**src/rtl/cal_pkg.sv**
```systemverilog
package cal_pkg;
    localparam int FLD_W  = 7;
    localparam int BYTE_W = 8;
    localparam int ADDR_W = 4;
    localparam int N_ALM  = 3;

    typedef logic [FLD_W-1:0]  fld_t;
    typedef logic [BYTE_W-1:0] byte_t;

    typedef struct packed {
        fld_t sec;
        fld_t min;
        fld_t hr;
        fld_t dow;
        fld_t date;
        fld_t mon;
        fld_t year;
    } tod_t;

    localparam logic [ADDR_W-1:0] AD_SEC  = 4'd0;
    localparam logic [ADDR_W-1:0] AD_MIN  = 4'd1;
    localparam logic [ADDR_W-1:0] AD_HR   = 4'd2;
    localparam logic [ADDR_W-1:0] AD_DOW  = 4'd3;
    localparam logic [ADDR_W-1:0] AD_DATE = 4'd4;
    localparam logic [ADDR_W-1:0] AD_MON  = 4'd5;
    localparam logic [ADDR_W-1:0] AD_YEAR = 4'd6;
    localparam logic [ADDR_W-1:0] AD_ALM0 = 4'd7;

    // binary value to output byte in the selected format
    function automatic byte_t enc(fld_t v, logic bin);
        byte_t tens, ones, res;
        tens = byte_t'(v / 7'd10);
        ones = byte_t'(v % 7'd10);
        res  = bin ? {1'b0, v} : ((tens << 4) | ones);
        return res;
    endfunction

    // written byte to binary value
    function automatic fld_t dec(byte_t d, logic bin);
        byte_t s;
        fld_t  res;
        s   = {4'd0, d[7:4]} * 8'd10 + {4'd0, d[3:0]};
        res = bin ? d[6:0] : s[6:0];
        return res;
    endfunction

    function automatic byte_t enc_hr(fld_t h, logic bin, logic h24);
        fld_t  h12;
        logic  pm;
        byte_t t, res;
        pm  = (h >= 7'd12);
        h12 = pm ? h - 7'd12 : h;
        if (h12 == 7'd0) h12 = 7'd12;
        t   = enc(h12, bin);
        res = h24 ? enc(h, bin) : {pm, t[6:0]};
        return res;
    endfunction

    function automatic fld_t dec_hr(byte_t d, logic bin, logic h24);
        fld_t h12, res;
        h12 = dec({1'b0, d[6:0]}, bin);
        if (h12 == 7'd12) h12 = 7'd0;
        res = h24 ? dec(d, bin) : (d[7] ? h12 + 7'd12 : h12);
        return res;
    endfunction
endpackage

```
**src/rtl/cal_month_len.sv**
```systemverilog
module cal_month_len
    import cal_pkg::*;
#(
    parameter int LEAP_EVERY = 4
) (
    input  fld_t mon,
    input  fld_t year,
    output fld_t days
);
    localparam fld_t LEAP_M = fld_t'(LEAP_EVERY);

    logic leap;
    assign leap = ((year % LEAP_M) == 7'd0);

    always_comb begin
        case (mon)
            7'd2:                    days = leap ? 7'd29 : 7'd28;
            7'd4, 7'd6, 7'd9, 7'd11: days = 7'd30;
            default:                 days = 7'd31;
        endcase
    end
endmodule

```
**src/rtl/cal_step.sv**
```systemverilog
module cal_step
    import cal_pkg::*;
(
    input  tod_t cur,
    input  logic dst_en,
    input  logic fall_done,
    output tod_t nxt,
    output logic fall_hit
);
    fld_t mlen;
    logic at_159, sunday, spring, fall;

    cal_month_len #(.LEAP_EVERY(4)) i_mlen (
        .mon  (cur.mon),
        .year (cur.year),
        .days (mlen)
    );

    assign at_159 = (cur.hr == 7'd1) && (cur.min == 7'd59) && (cur.sec == 7'd59);
    assign sunday = (cur.dow == 7'd1);
    assign spring = dst_en && at_159 && sunday && (cur.mon == 7'd4) && (cur.date <= 7'd7);
    assign fall   = dst_en && at_159 && sunday && (cur.mon == 7'd10) && (cur.date >= 7'd25)
                    && !fall_done;

    always_comb begin
        nxt      = cur;
        fall_hit = 1'b0;
        if (spring) begin
            nxt.sec = 7'd0;
            nxt.min = 7'd0;
            nxt.hr  = 7'd3;
        end else if (fall) begin
            nxt.sec  = 7'd0;
            nxt.min  = 7'd0;
            nxt.hr   = 7'd1;
            fall_hit = 1'b1;
        end else if (cur.sec < 7'd59) begin
            nxt.sec = cur.sec + 7'd1;
        end else begin
            nxt.sec = 7'd0;
            if (cur.min < 7'd59) begin
                nxt.min = cur.min + 7'd1;
            end else begin
                nxt.min = 7'd0;
                if (cur.hr < 7'd23) begin
                    nxt.hr = cur.hr + 7'd1;
                end else begin
                    nxt.hr  = 7'd0;
                    nxt.dow = (cur.dow >= 7'd7) ? 7'd1 : cur.dow + 7'd1;
                    if (cur.date < mlen) begin
                        nxt.date = cur.date + 7'd1;
                    end else begin
                        nxt.date = 7'd1;
                        if (cur.mon < 7'd12) begin
                            nxt.mon = cur.mon + 7'd1;
                        end else begin
                            nxt.mon  = 7'd1;
                            nxt.year = (cur.year >= 7'd99) ? 7'd0 : cur.year + 7'd1;
                        end
                    end
                end
            end
        end
    end
endmodule

```
**src/rtl/cal_alarm.sv**
```systemverilog
module cal_alarm
    import cal_pkg::*;
#(
    parameter int N_FLD = N_ALM,
    parameter logic [ADDR_W-1:0] BASE = AD_ALM0
) (
    input  logic                    clk,
    input  logic                    rst_n,
    input  logic                    wr_en,
    input  logic [ADDR_W-1:0]       wr_addr,
    input  byte_t                   wr_data,
    input  logic [N_FLD-1:0][BYTE_W-1:0] cand,
    output logic [N_FLD-1:0][BYTE_W-1:0] regs,
    output logic                    hit
);
    logic [N_FLD-1:0][BYTE_W-1:0] alm_d, alm_q;
    logic [N_FLD-1:0]             fld_ok;

    always_comb begin
        alm_d = alm_q;
        for (int i = 0; i < N_FLD; i++) begin
            if (wr_en && (wr_addr == BASE + ADDR_W'(i))) alm_d[i] = wr_data;
        end
    end

    always_ff @(posedge clk) begin
        if (!rst_n) alm_q <= '0;
        else        alm_q <= alm_d;
    end

    for (genvar g = 0; g < N_FLD; g++) begin : g_cmp
        assign fld_ok[g] = (alm_q[g][7:6] == 2'b11) || (alm_q[g] == cand[g]);
    end

    assign hit  = &fld_ok;
    assign regs = alm_q;
endmodule

```
**src/rtl/cal_clock.sv**
```systemverilog
module cal_clock
    import cal_pkg::*;
(
    input  logic        clk,
    input  logic        rst_n,
    input  logic        tick,
    input  logic        wr_en,
    input  logic [3:0]  wr_addr,
    input  logic [7:0]  wr_data,
    input  logic [3:0]  rd_addr,
    output logic [7:0]  rd_data,
    input  logic        bin_mode,
    input  logic        h24_mode,
    input  logic        dst_en,
    output logic        update_evt,
    output logic        alarm_evt
);
    typedef struct packed {
        tod_t tod;
        logic fall;
        logic upd;
        logic alm;
    } st_t;

    localparam tod_t TOD_RST = '{sec: 7'd0, min: 7'd0, hr: 7'd0, dow: 7'd1,
                                 date: 7'd1, mon: 7'd1, year: 7'd0};

    st_t  st_d, st_q;
    tod_t stepped;
    logic fall_hit, alarm_hit;
    logic [N_ALM-1:0][BYTE_W-1:0] cand, alm_regs;

    cal_step i_step (
        .cur       (st_q.tod),
        .dst_en    (dst_en),
        .fall_done (st_q.fall),
        .nxt       (stepped),
        .fall_hit  (fall_hit)
    );

    assign cand[0] = enc(stepped.sec, bin_mode);
    assign cand[1] = enc(stepped.min, bin_mode);
    assign cand[2] = enc_hr(stepped.hr, bin_mode, h24_mode);

    cal_alarm #(.N_FLD(N_ALM), .BASE(AD_ALM0)) i_alarm (
        .clk     (clk),
        .rst_n   (rst_n),
        .wr_en   (wr_en),
        .wr_addr (wr_addr),
        .wr_data (wr_data),
        .cand    (cand),
        .regs    (alm_regs),
        .hit     (alarm_hit)
    );

    always_comb begin
        st_d     = st_q;
        st_d.upd = tick;
        st_d.alm = tick && alarm_hit;
        if (tick) st_d.tod = stepped;
        if (tick && fall_hit)           st_d.fall = 1'b1;
        else if (st_q.tod.hr != 7'd1)   st_d.fall = 1'b0;
        if (wr_en) begin
            case (wr_addr)
                AD_SEC:  st_d.tod.sec  = dec(wr_data, bin_mode);
                AD_MIN:  st_d.tod.min  = dec(wr_data, bin_mode);
                AD_HR:   st_d.tod.hr   = dec_hr(wr_data, bin_mode, h24_mode);
                AD_DOW:  st_d.tod.dow  = dec(wr_data, bin_mode);
                AD_DATE: st_d.tod.date = dec(wr_data, bin_mode);
                AD_MON:  st_d.tod.mon  = dec(wr_data, bin_mode);
                AD_YEAR: st_d.tod.year = dec(wr_data, bin_mode);
                default: ;
            endcase
        end
    end

    always_ff @(posedge clk) begin
        if (!rst_n) st_q <= '{tod: TOD_RST, fall: 1'b0, upd: 1'b0, alm: 1'b0};
        else        st_q <= st_d;
    end

    always_comb begin
        case (rd_addr)
            AD_SEC:  rd_data = enc(st_q.tod.sec, bin_mode);
            AD_MIN:  rd_data = enc(st_q.tod.min, bin_mode);
            AD_HR:   rd_data = enc_hr(st_q.tod.hr, bin_mode, h24_mode);
            AD_DOW:  rd_data = enc(st_q.tod.dow, bin_mode);
            AD_DATE: rd_data = enc(st_q.tod.date, bin_mode);
            AD_MON:  rd_data = enc(st_q.tod.mon, bin_mode);
            AD_YEAR: rd_data = enc(st_q.tod.year, bin_mode);
            4'd7:    rd_data = alm_regs[0];
            4'd8:    rd_data = alm_regs[1];
            4'd9:    rd_data = alm_regs[2];
            default: rd_data = '0;
        endcase
    end

    assign update_evt = st_q.upd;
    assign alarm_evt  = st_q.alm;

    // a plain tick moves seconds up by one
    p_sec_step_r2: assert property (@(posedge clk) disable iff (!rst_n)
        (tick && !wr_en && st_q.tod.sec < 7'd58) |=> (st_q.tod.sec == $past(st_q.tod.sec) + 7'd1));

    // day of week wraps to 1 at midnight
    p_dow_wrap_r3: assert property (@(posedge clk) disable iff (!rst_n)
        (tick && !wr_en && st_q.tod.dow == 7'd7 && st_q.tod.hr == 7'd23
         && st_q.tod.min == 7'd59 && st_q.tod.sec == 7'd59) |=> (st_q.tod.dow == 7'd1));

    // end of century rolls the year to 0
    p_year_wrap_r4: assert property (@(posedge clk) disable iff (!rst_n)
        (tick && !wr_en && st_q.tod.year == 7'd99 && st_q.tod.mon == 7'd12
         && st_q.tod.date == 7'd31 && st_q.tod.hr == 7'd23 && st_q.tod.min == 7'd59
         && st_q.tod.sec == 7'd59) |=> (st_q.tod.year == 7'd0 && st_q.tod.mon == 7'd1));

    // an alarm only comes with an update
    p_alarm_upd_r8: assert property (@(posedge clk) disable iff (!rst_n)
        alarm_evt |-> update_evt);

    // every update changes the held time
    p_upd_moves_r9: assert property (@(posedge clk) disable iff (!rst_n)
        (update_evt && !$past(wr_en)) |-> (st_q.tod != $past(st_q.tod)));
endmodule

```
**config.mk**
```make
export PLATFORM = sky130hd
export DESIGN_NAME = cal_clock
export DESIGN_NICKNAME = d
export VERILOG_FILES = /design/src/rtl/cal_pkg.sv /design/src/rtl/cal_month_len.sv /design/src/rtl/cal_step.sv /design/src/rtl/cal_alarm.sv /design/src/rtl/cal_clock.sv
export SDC_FILE = /design/constraint.sdc
export NUM_CORES = 1
export LEC_CHECK = 0
export BUFFER_PORTS_ARGS = -buffer_cell sky130_fd_sc_hd__buf_4
export CORE_ASPECT_RATIO = 1.4
export CORE_MARGIN = 5
export CORE_UTILIZATION = 35
export DETAILED_ROUTE_END_ITERATION = 10
export MAX_ROUTING_LAYER = met4
export SLEW_MARGIN = 20
export SYNTH_ARGS = -nofsm -noshare
export SYNTH_HDL_FRONTEND = slang
export SYNTH_HIERARCHICAL = 1
export SYNTH_SLANG_ARGS = --single-unit
export TNS_END_PERCENT = 30
```
**constraint.sdc**
```tcl
create_clock -name clk -period 12.09 [get_ports clk]
set_input_delay 0 -clock clk [delete_from_list [all_inputs] [get_ports clk]]
set_output_delay 0 -clock clk [all_outputs]
set_load 0.05 [all_outputs]
```
==> run metrics <==
Critical Path Fanout Max 21; DR WL/cell approximately 20 µm; post-synth top area share 0.1205; final hold vios 0; syn avg cell area slightly below 7 µm²; layout cell share with drive strength beyond 1 0.07198; Layout area overhead 6.541%; Die ar. between 40000 and 50000 µm²; Power Total about 910 µW; worst skew pair latency 0.36 ns; maximum number of pins on one net before global-route repair between 80 and 90; PostCTS Resize Cnt 0; Tcrit/Tclk final 0.6702; post-DR vias/cell 6.230; synth unique cells about 110; CP endpoint kind flop; Peak VDD IR between 40 and 50 µV; post-synthesis async set-or-reset flop share 0; CTS Buffer Depth 2; IO Pins 33; compound-cell area share of the yosys netlist 0.3339; Seq cells post-synth 76; final setup skew a little under 0.008 ns; Clock Sinks 76; drt drc 0; Synth area leader dfxtp_1; Synth Area in XOR/XNOR 0.05551; Die Span Y 234.7 µm; first-pass GRT wire length between 70000 and 80000 µm; Rel. slew slack 0.2910; Storage cell area 1521 µm²; Detailed Route Iter0 Violations between 1500 and 2000; WP data required between 10 and 15 ns; max-cap violation count 0; Overflow after GRT 0; Final Critical Period about 8.1 ns; Starting Density 0.3536; combinational share of power 0.379; # rows about 80; Mapped Cells between 1500 and 2000; Lkg Pwr between 5 and 6 nW; core area roughly 36000 µm²; simple-gate share of the synthesized area 0.2980; largest family of logic cells by synthesized area compound AO/OA/AOI/OAI gates; Seq/Total Area, Yosys 0.1205; Critical Path Start Type flop; Hold Crit Class in2reg; Cell Int Power between 500 and 600 µW; main area contributors after synthesis dfxtp_1 12%, a21oi_1 6.6%, ha_1 6.3%; fraction of the mapped netlist area in adder cells 0.06740; mux contribution to synthesized area 0.05511; outcome completed; pwr dens 67.71 nW/µm²; gr usage total 0.2233; Die W around 170 µm; Max Fclk approximately 0.12 GHz; clock power share 0.318; Reg2Reg Depth 26; antenna-violating nets left 0; NumNets Final between 1500 and 2000; CTS Root Buffer Type clkbuf_16; EDFF count, synth 0; Clock Pin Slew Worst Setup and Hold Paths 0.07 ns; # fillers 3798; n_diodes 0; CTS tree built; number of global-route vias before repair ~13000; post-CTS setup buffers 0; dpl hpwl 33410 µm; synth warn 6; Slew Viols, Final 0; PortBufs 32; Multi-input gate area ~10000 µm²; CP Class reg2reg; H-tree depth 3; antenna violations before repair 1; setup TNS 0 ns; Arrival @ worst endpoint between 8 and 9 ns; RSZ-0062 raised after global routing false; Worst-Margin Slew between 1 and 1.5 ns; total CTS buffers 9; CP Capture Point alarm_evt; switching part of the total 0.3975; reg2reg end alarm_evt; setup violators final 0; CP startpoint st_q[43]; Final Wtd Congestion around 1; R2R setup slack between 3 and 4 ns; Pre-Repair DR Iteration Count 8; crit path max-delay cell type dfxtp_1; NetSw between 300 and 400 µW; top_reg_cell synth dfxtp_1; Via Count 14130; sequential share of power 0.303; reg-to-reg startpoint st_q[43]; CP peak stage delay slightly above 0.7 ns; worst hold slack 0.02811 ns; Total Wirelength 45260 µm; Mapped Area ~13000 µm²
-- flip-flops by register name, indices dropped and copies added, names as in the netlist --
signal	flops
alarm_evt	1
i_alarm/regs	24
st_q	50
update_evt	1
-- per-layer routing --
layer,part of all wire,wire length (µm),track usage
met5,0,0,-
met4,0.046,2074,0.09903
met3,0.055,2467,0.02169
met2,0.49,22000,0.3668
met1,0.41,18720,0.2760
-- Yosys cell counts (10+ instances only) --
master and instances:
o21ai_0 120, inv_1 74, a21boi_0 11, o211ai_1 34
a22oi_1 13, clkbuf_1 100, o22ai_1 24, nor4_1 24
and3_1 32, ha_1 64, nor2b_1 69, nand4_1 15
buf_4 10, mux2i_1 59, nand2b_1 44, a21o_1 14
o31ai_1 16, a31oi_1 25, a211oi_1 51, nand3_1 39
and2_1 18, o21a_1 11, o21ai_1 14, a221oi_1 11
a21oi_1 166, xnor2_1 41, nor3_1 49, xor2_1 39
dfxtp_1 76, or3_1 18, nand2_1 167, nor2_1 167
-- how the worst min path moves through the flow --
| stage | startpoint | to | slack, ns | depth (start not counted) |
|---|---|---|---|---|
| after global placement | wr_data[1] | i_alarm/regs[9] | 0.31 | 3 |
| after global routing | wr_data[0] | st_q[38] | 0.06 | 3 |
| final | wr_data[7] | i_alarm/regs[7] | 0.03 | 3 |
| after detailed placement | wr_data[1] | i_alarm/regs[1] | 0.32 | 3 |
| after floorplan | rst_n | i_alarm/regs[21] | 0.13 | 1 |
| after CTS | wr_data[7] | i_alarm/regs[7] | 0.02 | 3 |
-- cell type report --
cell class / count / share of cell area
multi-input combinational: 1572 / 0.7629
clock buffer: 9 / 0.01675
sequential: 76 / 0.1131
timing repair buffer: 63 / 0.03628
clock inverter: 7 / 0.005954
inverter: 79 / 0.02205
tap: 462 / 0.04298
-- cells in the final DEF, fill, tap and decap left out, drive strengths merged, types with 44 or more instances in the layout --
| cell | synthesis | layout |
|---|---|---|
| a211oi | 53 | 53 |
| a21oi | 169 | 169 |
| buf | 28 | 57 |
| dfxtp | 76 | 76 |
| ha | 64 | 64 |
| inv | 76 | 80 |
| mux2i | 59 | 59 |
| nand2 | 169 | 169 |
| nand2b | 44 | 44 |
| nor2 | 169 | 169 |
| nor2b | 69 | 69 |
| nor3 | 52 | 52 |
| o21ai | 136 | 136 |
-- worst max-delay path, delay by kind of cell (launching register included) --
family | cells | cell delay, ns
adders and majority gates | 2 | 0.86
buffers and inverters | 2 | 0.37
AOI/OAI and AO/OA | 9 | 2.16
muxes | 1 | 0.43
DFF | 1 | 0.71
xor gates and xnor gates | 1 | 0.14
and+or+nand+nor | 11 | 3.37
-- power by group through the flow --
stage               clock [mW]  sequential (mW)  combinational, mW
CTS                      0.294            0.275              0.341
detailed placement           0            0.281              0.338
global route             0.303            0.278              0.379
finish                   0.289            0.276              0.345
floorplan                    0            0.271              0.254
global placement             0            0.281              0.333
-- metrics by stage --
| step | setup slack (ns) | instance area (µm²) | cells | utilization |
|---|---|---|---|---|
| finish | 3.987 | 13450 | 2268 | 0.3767 |
| global route | 3.405 | 13450 | 2268 | 0.3767 |
| CTS | 4.131 | 13450 | 2268 | 0.3767 |
| detailed placement | 4.170 | 13080 | 2246 | 0.3664 |
| global placement | 4.349 | 13080 | 2246 | 0.3664 |
| floorplan | 5.978 | 12630 | 1855 | - |
-- cell families (layout without fill, tap and decap cells) --
kind of cell,Yosys count,after routing
AND/OR/NAND/NOR,720,720
AO/OA/AOI/OAI,631,631
buffers and inverters,207,158
XOR/XNOR,80,80
flip-flops,76,76
multiplexers,68,68
adder cells (fa/ha/maj),67,67
other,3,6
-- what timing repair did --
action | CTS | global route
hold endpoints to repair | 16 | 0
setup endpoints to repair | 0 | 0
hold buffers | 6 | 0
(Power assumes the default switching activity.)
